$ cat config.mk
export PLATFORM = sky130hd
export DESIGN_NAME = mbus_cycle_gen
export DESIGN_NICKNAME = d
export VERILOG_FILES = /design/src/rtl/mbus_pkg.sv /design/src/rtl/mbus_phase.sv /design/src/rtl/mbus_sequencer.sv /design/src/rtl/mbus_pins.sv /design/src/rtl/mbus_cycle_gen.sv
export SDC_FILE = /design/constraint.sdc
export NUM_CORES = 1
export LEC_CHECK = 0
export BUFFER_PORTS_ARGS = -buffer_cell sky130_fd_sc_hd__buf_2
export CORE_MARGIN = 2
export CORE_UTILIZATION = 47
export CTS_CLUSTER_DIAMETER = 200
export DETAILED_ROUTE_END_ITERATION = 6
export GPL_ROUTABILITY_DRIVEN = 0
export HOLD_SLACK_MARGIN = 0.15
export PLACE_DENSITY = 0.89
export SLEW_MARGIN = 20
export SYNTH_ARGS = -nofsm -noshare
export SYNTH_HDL_FRONTEND = slang
export SYNTH_SLANG_ARGS = --single-unit
$ cat constraint.sdc
create_clock -name clk -period 1.8 [get_ports clk]
set_input_delay 0.27 -clock clk [delete_from_list [all_inputs] [get_ports clk]]
set_output_delay 0.27 -clock clk [all_outputs]
set_load 0.02 [all_outputs]
$ cat src/rtl/mbus_pkg.sv
package mbus_pkg;
  localparam int unsigned DEF_ADDR_W = 16;
  localparam int unsigned DEF_DATA_W = 8;
  localparam int unsigned DEF_HALF   = 2;

  typedef enum logic {
    DIR_WRITE = 1'b0,
    DIR_READ  = 1'b1
  } dir_e;
endpackage

$ cat src/rtl/mbus_phase.sv
module mbus_phase #(
  parameter int unsigned HALF = mbus_pkg::DEF_HALF,
  localparam int unsigned TICKS = 2 * HALF,
  localparam int unsigned PH_W = (TICKS > 2) ? $clog2(TICKS) : 1
) (
  input  logic            clk,
  input  logic            rst,
  output logic [PH_W-1:0] ph_q,
  output logic [PH_W-1:0] ph_d,
  output logic            wrap
);
  localparam logic [PH_W-1:0] LAST_PH = PH_W'(TICKS - 1);

  assign wrap = (ph_q == LAST_PH);
  assign ph_d = wrap ? '0 : ph_q + 1'b1;

  always_ff @(posedge clk) begin
    if (rst) ph_q <= '0;
    else     ph_q <= ph_d;
  end
endmodule

$ cat src/rtl/mbus_sequencer.sv
module mbus_sequencer #(
  parameter int unsigned ADDR_W = mbus_pkg::DEF_ADDR_W,
  parameter int unsigned DATA_W = mbus_pkg::DEF_DATA_W
) (
  input  logic              clk,
  input  logic              rst,
  input  logic              wrap,
  input  logic              req_valid,
  input  logic [ADDR_W-1:0] req_addr,
  input  logic [DATA_W-1:0] req_wdata,
  input  logic              req_write,
  input  logic [DATA_W-1:0] ad_in,
  output logic              cur_write_d,
  output logic [ADDR_W-1:0] cur_addr_d,
  output logic [DATA_W-1:0] cur_wdata_d,
  output logic              req_ready,
  output logic [DATA_W-1:0] rsp_rdata
);
  logic              busy_q;
  logic              write_q;
  logic [ADDR_W-1:0] addr_q;
  logic [DATA_W-1:0] wdata_q;
  logic              busy_d;
  logic              take;

  // a transaction cycle is always followed by an idle one
  assign take = wrap && req_valid && !busy_q;

  always_comb begin
    busy_d      = busy_q;
    cur_write_d = write_q;
    cur_addr_d  = addr_q;
    cur_wdata_d = wdata_q;
    if (wrap) begin
      busy_d      = take;
      cur_write_d = take && req_write;
      cur_addr_d  = take ? req_addr  : '0;
      cur_wdata_d = take ? req_wdata : '0;
    end
  end

  always_ff @(posedge clk) begin
    if (rst) begin
      busy_q    <= 1'b0;
      write_q   <= 1'b0;
      addr_q    <= '0;
      wdata_q   <= '0;
      req_ready <= 1'b0;
      rsp_rdata <= '0;
    end else begin
      busy_q    <= busy_d;
      write_q   <= cur_write_d;
      addr_q    <= cur_addr_d;
      wdata_q   <= cur_wdata_d;
      req_ready <= wrap && busy_q;
      if (wrap && busy_q && !write_q)
        rsp_rdata <= ad_in;
    end
  end
endmodule

$ cat src/rtl/mbus_pins.sv
module mbus_pins #(
  parameter int unsigned ADDR_W = mbus_pkg::DEF_ADDR_W,
  parameter int unsigned DATA_W = mbus_pkg::DEF_DATA_W,
  parameter int unsigned HALF   = mbus_pkg::DEF_HALF,
  localparam int unsigned TICKS = 2 * HALF,
  localparam int unsigned PH_W = (TICKS > 2) ? $clog2(TICKS) : 1,
  localparam int unsigned HI_W = ADDR_W - DATA_W
) (
  input  logic              clk,
  input  logic              rst,
  input  logic [PH_W-1:0]   ph_d,
  input  logic              write_d,
  input  logic [ADDR_W-1:0] addr_d,
  input  logic [DATA_W-1:0] wdata_d,
  output logic              bus_e,
  output logic              bus_as,
  output logic              bus_rw,
  output logic [HI_W-1:0]   bus_addr_hi,
  output logic [DATA_W-1:0] bus_ad_out,
  output logic              bus_ad_oe
);
  import mbus_pkg::*;
  localparam logic [PH_W-1:0] HALF_PH = PH_W'(HALF);

  logic e_d;
  assign e_d = (ph_d >= HALF_PH);

  always_ff @(posedge clk) begin
    if (rst) begin
      bus_e       <= 1'b0;
      bus_as      <= 1'b1;
      bus_rw      <= DIR_READ;
      bus_addr_hi <= '0;
      bus_ad_out  <= '0;
      bus_ad_oe   <= 1'b1;
    end else begin
      bus_e       <= e_d;
      bus_as      <= (ph_d == '0);
      bus_rw      <= write_d ? DIR_WRITE : DIR_READ;
      bus_addr_hi <= addr_d[ADDR_W-1:DATA_W];
      bus_ad_out  <= e_d ? wdata_d : addr_d[DATA_W-1:0];
      bus_ad_oe   <= !e_d || write_d;
    end
  end
endmodule

$ cat src/rtl/mbus_cycle_gen.sv
module mbus_cycle_gen #(
  parameter int unsigned ADDR_W = mbus_pkg::DEF_ADDR_W,
  parameter int unsigned DATA_W = mbus_pkg::DEF_DATA_W,
  parameter int unsigned HALF   = mbus_pkg::DEF_HALF
) (
  input  logic                     clk,
  input  logic                     rst,
  input  logic                     req_valid,
  input  logic [ADDR_W-1:0]        req_addr,
  input  logic [DATA_W-1:0]        req_wdata,
  input  logic                     req_write,
  input  logic [DATA_W-1:0]        bus_ad_in,
  output logic                     req_ready,
  output logic [DATA_W-1:0]        rsp_rdata,
  output logic                     bus_e,
  output logic                     bus_as,
  output logic                     bus_rw,
  output logic [ADDR_W-DATA_W-1:0] bus_addr_hi,
  output logic [DATA_W-1:0]        bus_ad_out,
  output logic                     bus_ad_oe
);
  localparam int unsigned TICKS = 2 * HALF;
  localparam int unsigned PH_W  = (TICKS > 2) ? $clog2(TICKS) : 1;

  logic [PH_W-1:0]   ph_q;
  logic [PH_W-1:0]   ph_d;
  logic              wrap;
  logic              cur_write_d;
  logic [ADDR_W-1:0] cur_addr_d;
  logic [DATA_W-1:0] cur_wdata_d;

  mbus_phase #(.HALF(HALF)) u_phase (
    .clk(clk), .rst(rst), .ph_q(ph_q), .ph_d(ph_d), .wrap(wrap)
  );

  mbus_sequencer #(.ADDR_W(ADDR_W), .DATA_W(DATA_W)) u_seq (
    .clk(clk), .rst(rst), .wrap(wrap),
    .req_valid(req_valid), .req_addr(req_addr), .req_wdata(req_wdata),
    .req_write(req_write), .ad_in(bus_ad_in),
    .cur_write_d(cur_write_d), .cur_addr_d(cur_addr_d),
    .cur_wdata_d(cur_wdata_d),
    .req_ready(req_ready), .rsp_rdata(rsp_rdata)
  );

  mbus_pins #(.ADDR_W(ADDR_W), .DATA_W(DATA_W), .HALF(HALF)) u_pins (
    .clk(clk), .rst(rst), .ph_d(ph_d),
    .write_d(cur_write_d), .addr_d(cur_addr_d), .wdata_d(cur_wdata_d),
    .bus_e(bus_e), .bus_as(bus_as), .bus_rw(bus_rw),
    .bus_addr_hi(bus_addr_hi), .bus_ad_out(bus_ad_out), .bus_ad_oe(bus_ad_oe)
  );

  logic unused_ph;
  assign unused_ph = ^ph_q;
endmodule

==> results of run 1 <==
[how the worst max path moves through the flow]
stage | startpoint | endpoint | slack, ns | depth (start not counted)
after floorplan | u_phase.ph_q[1] | u_seq.addr_q[10] | 0.44 | 5
after detailed placement | u_phase.ph_q[1] | u_seq.rsp_rdata[7] | 0.40 | 4
after global placement | u_phase.ph_q[1] | u_seq.addr_q[12] | 0.46 | 5
final | u_phase.ph_q[1] | u_seq.rsp_rdata[0] | 0.37 | 4
after global routing | u_phase.ph_q[1] | u_seq.rsp_rdata[0] | 0.24 | 4
after CTS | u_phase.ph_q[1] | u_seq.rsp_rdata[7] | 0.40 | 4
[report_power, final]
part	internal [µW]	switching, µW	total, µW
Clock	333	329	661
Combinational	97.9	119	217
Sequential	1090	10.4	1100
Total	1520	458	1980
[layout by cell type (no fill, tap or decap), types with 2 or more instances in the layout]
| cell type | Yosys | layout |
|---|---|---|
| a31oi_1 | 8 | 8 |
| dlygate4sd3_1 | 0 | 17 |
| clkbuf_4 | 0 | 5 |
| mux2i_1 | 8 | 8 |
| a22oi_2 | 2 | 2 |
| o22ai_1 | 8 | 8 |
| buf_4 | 11 | 3 |
| dfxtp_1 | 48 | 48 |
| buf_2 | 5 | 64 |
| inv_1 | 2 | 2 |
| nor2_1 | 28 | 28 |
| a22oi_1 | 7 | 7 |
| a22o_1 | 8 | 8 |
| nor2b_1 | 9 | 9 |
| nand2_1 | 2 | 2 |
[layer usage]
layer | routed length (µm) | vias up | global-route usage
met3 | 179 | 6 | 0.0500
li1 | - | 684 | -
met2 | 1800 | 45 | 0.325
met1 | 1570 | 613 | 0.222
met4 | 57 | 0 | 0.0652
met5 | 0 | - | 0
[stage by stage]
step / setup WS, ns / util
6_report: 0.368 / 0.651
5_1_grt: 0.235 / 0.651
4_1_cts: 0.398 / 0.651
3_5_place_dp: 0.399 / 0.574
3_3_place_gp: 0.457 / 0.574
2_1_floorplan: 0.440 / -
[state kept, by name (all words and copies together) (netlist names)]
register,cells
u_phase.ph_q,2
u_pins.bus_rw,1
u_pins.bus_ad_oe,1
u_seq.wdata_q,8
u_seq.rsp_rdata,8
u_seq.write_q,1
u_seq.addr_q,16
u_seq.req_ready,1
u_pins.bus_as,1
u_seq.busy_q,1
u_pins.bus_ad_out,8
[tightest hold or removal path, stage by stage]
cell and delay (ns):
buf_2 0.08, a22oi_1 0.07, nor2_1 0.08
[kinds of logic after synthesis]
| logic type | count (synthesis) | share of synthesized area |
|---|---|---|
| flops | 48 | 0.574 |
| fa+ha+maj | 1 | 0.00748 |
| buf+inv | 22 | 0.0823 |
| mux | 8 | 0.0479 |
| simple gates | 46 | 0.137 |
| compound gates | 34 | 0.151 |
[layout make-up]
| cell class | count | area, µm² |
|---|---|---|
| clock buffers | 6 | 51.3 |
| clock inverters | 2 | 38.8 |
| fillers | 257 | 1180 |
| inverters | 3 | 11.3 |
| multi-input cells | 89 | 574 |
| flip-flops and latches | 48 | 961 |
| well taps | 46 | 57.6 |
| repair buffers | 84 | 513 |
==> metrics, run 1 <==
status complete, no violations; port bufs 64; area of the core 0.00339 mm²; Clock Latency Late Sink 0.36 ns; Cell variety after synth 25; most frequent cell after synthesis dfxtp_1; R2R Setup Slk 0.37 ns; Wirelength per Cell 13.0 µm; global route total overflow 0; die span in x 63.7 µm; EDFF count, synth 0; Slew Viols, Final 0; period utilization 0.796; post-CTS setup buffers 0; worst path bufs/invs 0; Post-synth ARST share 0; worst clock skew 0.00596 ns; cts repair resizes 0; initial antenna violation count 0; Setup CP Type reg -> reg; Pre-antenna DRT Iters 4; DRT iter0 DRCs 36; HPWL Detailed 2.39 mm; CP top delay family simple AND/OR/NAND/NOR gates; vias in the first global route 1,300; Hold Buf Count CTS 17; Synth Register Bits 48; Total Die Area 0.00405 mm²; H-tree depth 2; Non-Filler Instances 278; Min-Delay Path Class in -> reg; Area Growth Syn to Fin 31.9%; Rows 21; critical path endpoint category register; Post-Syn Nets 196; CTS Sinks 48; ANT nets after route 0; crit-path max cell delay 0.41 ns; post-synth top area share 0.574; VDD IR max 0.624 mV; fin nets 268; Crit-path slowest cell nand3b_1; total CTS buffers 5; Post-Synthesis Cells 159; share of layout cells above drive strength 1 0.349; CTS Root Cell clkbuf_4; final count of hold timing violations 0; gr usage total 0.187; Post-Syn Area 0.00167 mm²; WHS Endpoint u_seq.wdata_q[6]; Final min period 1.43 ns; post-route cell area 0.00221 mm²; IO Pins 65; Synth area leaders dfxtp_1 (57%), nor2_1 (6.3%), buf_4 (4.9%), mux2i_1 (4.8%), a22o_1 (4.2%); via count 1,348; Critical Path, Cell by Cell ha_1, nand3b_1, mux2i_1, nor2_1; sequential area share after synthesis 0.574; Post-Route WL 3.61 mm; worst hold start req_wdata[6]; Ys Warns 0; Syn Area/Cell 10.5 µm²; Peak Freq 698 MHz; setup_tns 0 ns; FF-to-FF path depth 4; Initial Util 0.494; final setup fails 0; Slew Limit Headroom 0.623; Reg-to-Reg End u_seq.rsp_rdata[0]; TritonCTS clock tree done; worst hold stages 3; Pwr per Cell Area 897 mW/mm²; required time worst endpoint 2.06 ns; P_leak 0.00108 µW; Placed Area 0.00195 mm²; RR Startpoint u_phase.ph_q[1]; worst hold slack 0.163 ns; top cell type by total area after synthesis dfxtp_1; Worst setup SP type register; maxcap violations 0; clk buf depth 2; ys flop type dfxtp_1; global-route wire length before repair 5.78 mm; critical path arrival 1.70 ns; Slew @ Worst Pin 0.563 ns; post-placement cell count 253; DRC violations left 0; RSZ-0062 raised after global routing no; largest net degree at the start of global routing 21; Max FO, Critical Path 8; die span in y 63.7 µm; via/cell ratio 4.85; total power 1980 µW; n_diodes 0; most common library cells after synthesis dfxtp_1 (48), nor2_1 (28), buf_4 (11), nor2b_1 (9); CTS clock-pin slew for the worst setup and hold paths 0.13 ns
No activity file was read; power rests on OpenSTA's default activity.
==> inputs of run 2 (changes only) <==
Settings changed: ABC_AREA set to 1, CORE_UTILIZATION 47 to 48, PLACE_DENSITY 0.89 to 0.9.
Clock period 1.8 ns to 1.4 ns, I/O delays scaled along.
==> run 2 against run 1 <==
  * Core utilization shrank 0.34 points
  * Via count up 24%
  * Largest cell class unchanged
  * Sequential power up 32%
  * Global-route usage increased by 0.93 points
  * Final cell count rose by 27%
  * Synthesized area up 7.4%
  * Critical path type unchanged
  * Maximum frequency rose by 12%
  * Clock power increased by 30%
==> metrics, run 2 <==
DRT iter0 DRCs 95; port bufs 64; Pwr per Cell Area 1170 mW/mm²; worst hold start req_addr[9]; largest net degree at the start of global routing 15; via/cell ratio 4.76; main combinational cell family by area after synthesis simple AND/OR/NAND/NOR gates; FF-to-FF path depth 6; Wirelength per Cell 11.3 µm; n_diodes 0; Post-Route WL 3.99 mm; Synth Register Bits 48; critical path endpoint category register; Post-synth ARST share 0; setup_tns 0 ns; Slew Viols, Final 0; xor and xnor area share after synthesis 0; gr usage total 0.197; Ys Warns 0; Post-Synthesis Cells 230; Total Die Area 0.00425 mm²; Reg-to-Reg End u_pins.bus_rw; max reg flops 16; status complete, no violations; global-route wire length before repair 6.46 mm; Peak Freq 781 MHz; EDFF count, synth 0; Min-Delay Path Class in -> reg; Clock Latency Late Sink 0.29 ns; Setup CP Type reg -> reg; post-synth top area share 0.535; ys flop type dfxtp_1; RR Startpoint u_phase.ph_q[0]; worst setup margin 0.119 ns; most common library cells after synthesis nand2_1 (60), dfxtp_1 (48), nor2_1 (26), nand3_1 (25), inv_1 (20); fin nets 341; register with the most flip-flops u_seq.addr_q; clk buf depth 2; most used cells in the layout excluding fill and tap cells buf_2 (64), nand2_1 (60), dfxtp_1 (48); global route total overflow 0; required time worst endpoint 1.59 ns; CTS clock-pin slew for the worst setup and hold paths 0.08 ns; most common cell after layout, fill and taps aside buf_2; DRC violations left 0; period utilization 0.915; H-tree depth 2; Final min period 1.28 ns; DP Worst Slack 0.0440 ns; critical path arrival 1.47 ns; Pre-antenna DRT Iters 5; CTS Root Cell clkbuf_8; maxcap violations 0; Initial Util 0.494; die span in y 65.2 µm; Post-Synth Adder-Cell Area 0.00696; fill cell count 332; worst clock skew 0.00562 ns; top cell type by total area after synthesis dfxtp_1; area of the core 0.00363 mm²; Synth area leaders dfxtp_1 (53%), nand2_1 (13%), nand3_1 (7.0%), nor2_1 (5.4%), buf_4 (4.6%); Syn Area/Cell 7.81 µm²; Cell variety after synth 19; CP startpoint u_phase.ph_q[0]; WHS Endpoint u_seq.addr_q[9]; die span in x 65.2 µm; final count of hold timing violations 0; most frequent cell after synthesis nand2_1; TritonCTS clock tree done; vias in the first global route 1,583; mux cell area share after synthesis 0; Rows 22; HPWL Detailed 2.85 mm; sequential area share after synthesis 0.535; Post-Syn Area 0.00180 mm²; Post-Syn Nets 267; R2R Setup Slk 0.12 ns; CTS Sinks 48; Slew @ Worst Pin 0.260 ns; via count 1,677; VDD IR max 0.877 mV; total CTS buffers 5; Max FO, Critical Path 9; P_leak 0.00126 µW; Compound-Gate Fraction of Synth Area 0.0501; ANT nets after route 0; Worst setup SP type register; initial antenna violation count 0; final setup fails 0; Slew Limit Headroom 0.827; worst hold stages 3; share of layout cells above drive strength 1 0.293; simple-gate area share of the yosys netlist 0.298; IO Pins 65; Area Growth Syn to Fin 31.0%
## run 2: cell count changes in the layout (fill, tap and decap cells not counted), sizes merged, moves of 9 or more
cell         before  now
nand3             0   25
nand2             2   62
a21oi             1   10
dlygate4sd3      17    8
inv               3   21
a22oi             9    0
nor2b            10    0
## run 2: layer usage
layer,track usage,wire length [µm]
met5,0,0
met2,0.344,2040
met1,0.210,1660
met4,0.117,68
met3,0.0548,217
## run 2: worst max-delay path: stages (launching register included)
cell and delay (ns):
dfxtp_1 0.34, ha_4 0.18, buf_4 0.17, inv_2 0.15
nand2_1 0.11, a21oi_2 0.17, inv_1 0.06
## run 2: power breakdown
group / internal, µW / switching (µW) / leakage (µW)
combinational: 193 / 260 / 0.000823
clock: 440 / 419 / 0.0000503
sequential: 1430 / 23.2 / 0.000390
total: 2060 / 702 / 0.00126
## run 2: layout make-up
cell class                 count  area (µm²)  area share
timing repair buffer          83         495       0.211
clock buffer                   7        96.3      0.0409
sequential                    48         961       0.408
multi-input combinational    143         654       0.278
inverter                      23        86.3      0.0367
tap                           48        60.1      0.0255
## run 2: logic make-up (layout without fill, tap and decap cells)
logic type,count (synthesis),count (layout)
buffers and inverters,39,113
AOI/OAI and AO/OA,18,18
and+or+nand+nor,124,124
DFF,48,48
adders and majority gates,1,1
## run 2: how the worst max path moves through the flow
stage | end | slack, ns | cells after the start
after floorplan | u_pins.bus_ad_out[0] | 0.08 | 7
after global placement | u_pins.bus_rw | 0.10 | 6
after detailed placement | u_pins.bus_ad_out[4] | 0.04 | 8
after CTS | u_pins.bus_ad_out[3] | 0.001 | 8
after global routing | u_pins.bus_ad_out[3] | -0.001 | 8
final | u_pins.bus_rw | 0.12 | 6
## run 2: through the flow
stage               total power [µW]  hold WS [ns]   util  cell area [µm²]  std cells
global route                    2900         0.172  0.648             2350        352
finish                          2770         0.154  0.648             2350        352
global placement                1890         0.403  0.591             2150        335
detailed placement              1900         0.412  0.591             2150        335
floorplan                       1740         0.341      -             1800        230
CTS                             2760         0.150  0.639             2320        350
## run 2: timing repair
action	CTS	global route
resized for setup	0	3
endpoints found under the hold margin	8	0
endpoints found under the setup margin	0	18
buffers inserted	0	2
hold buffers	8	0
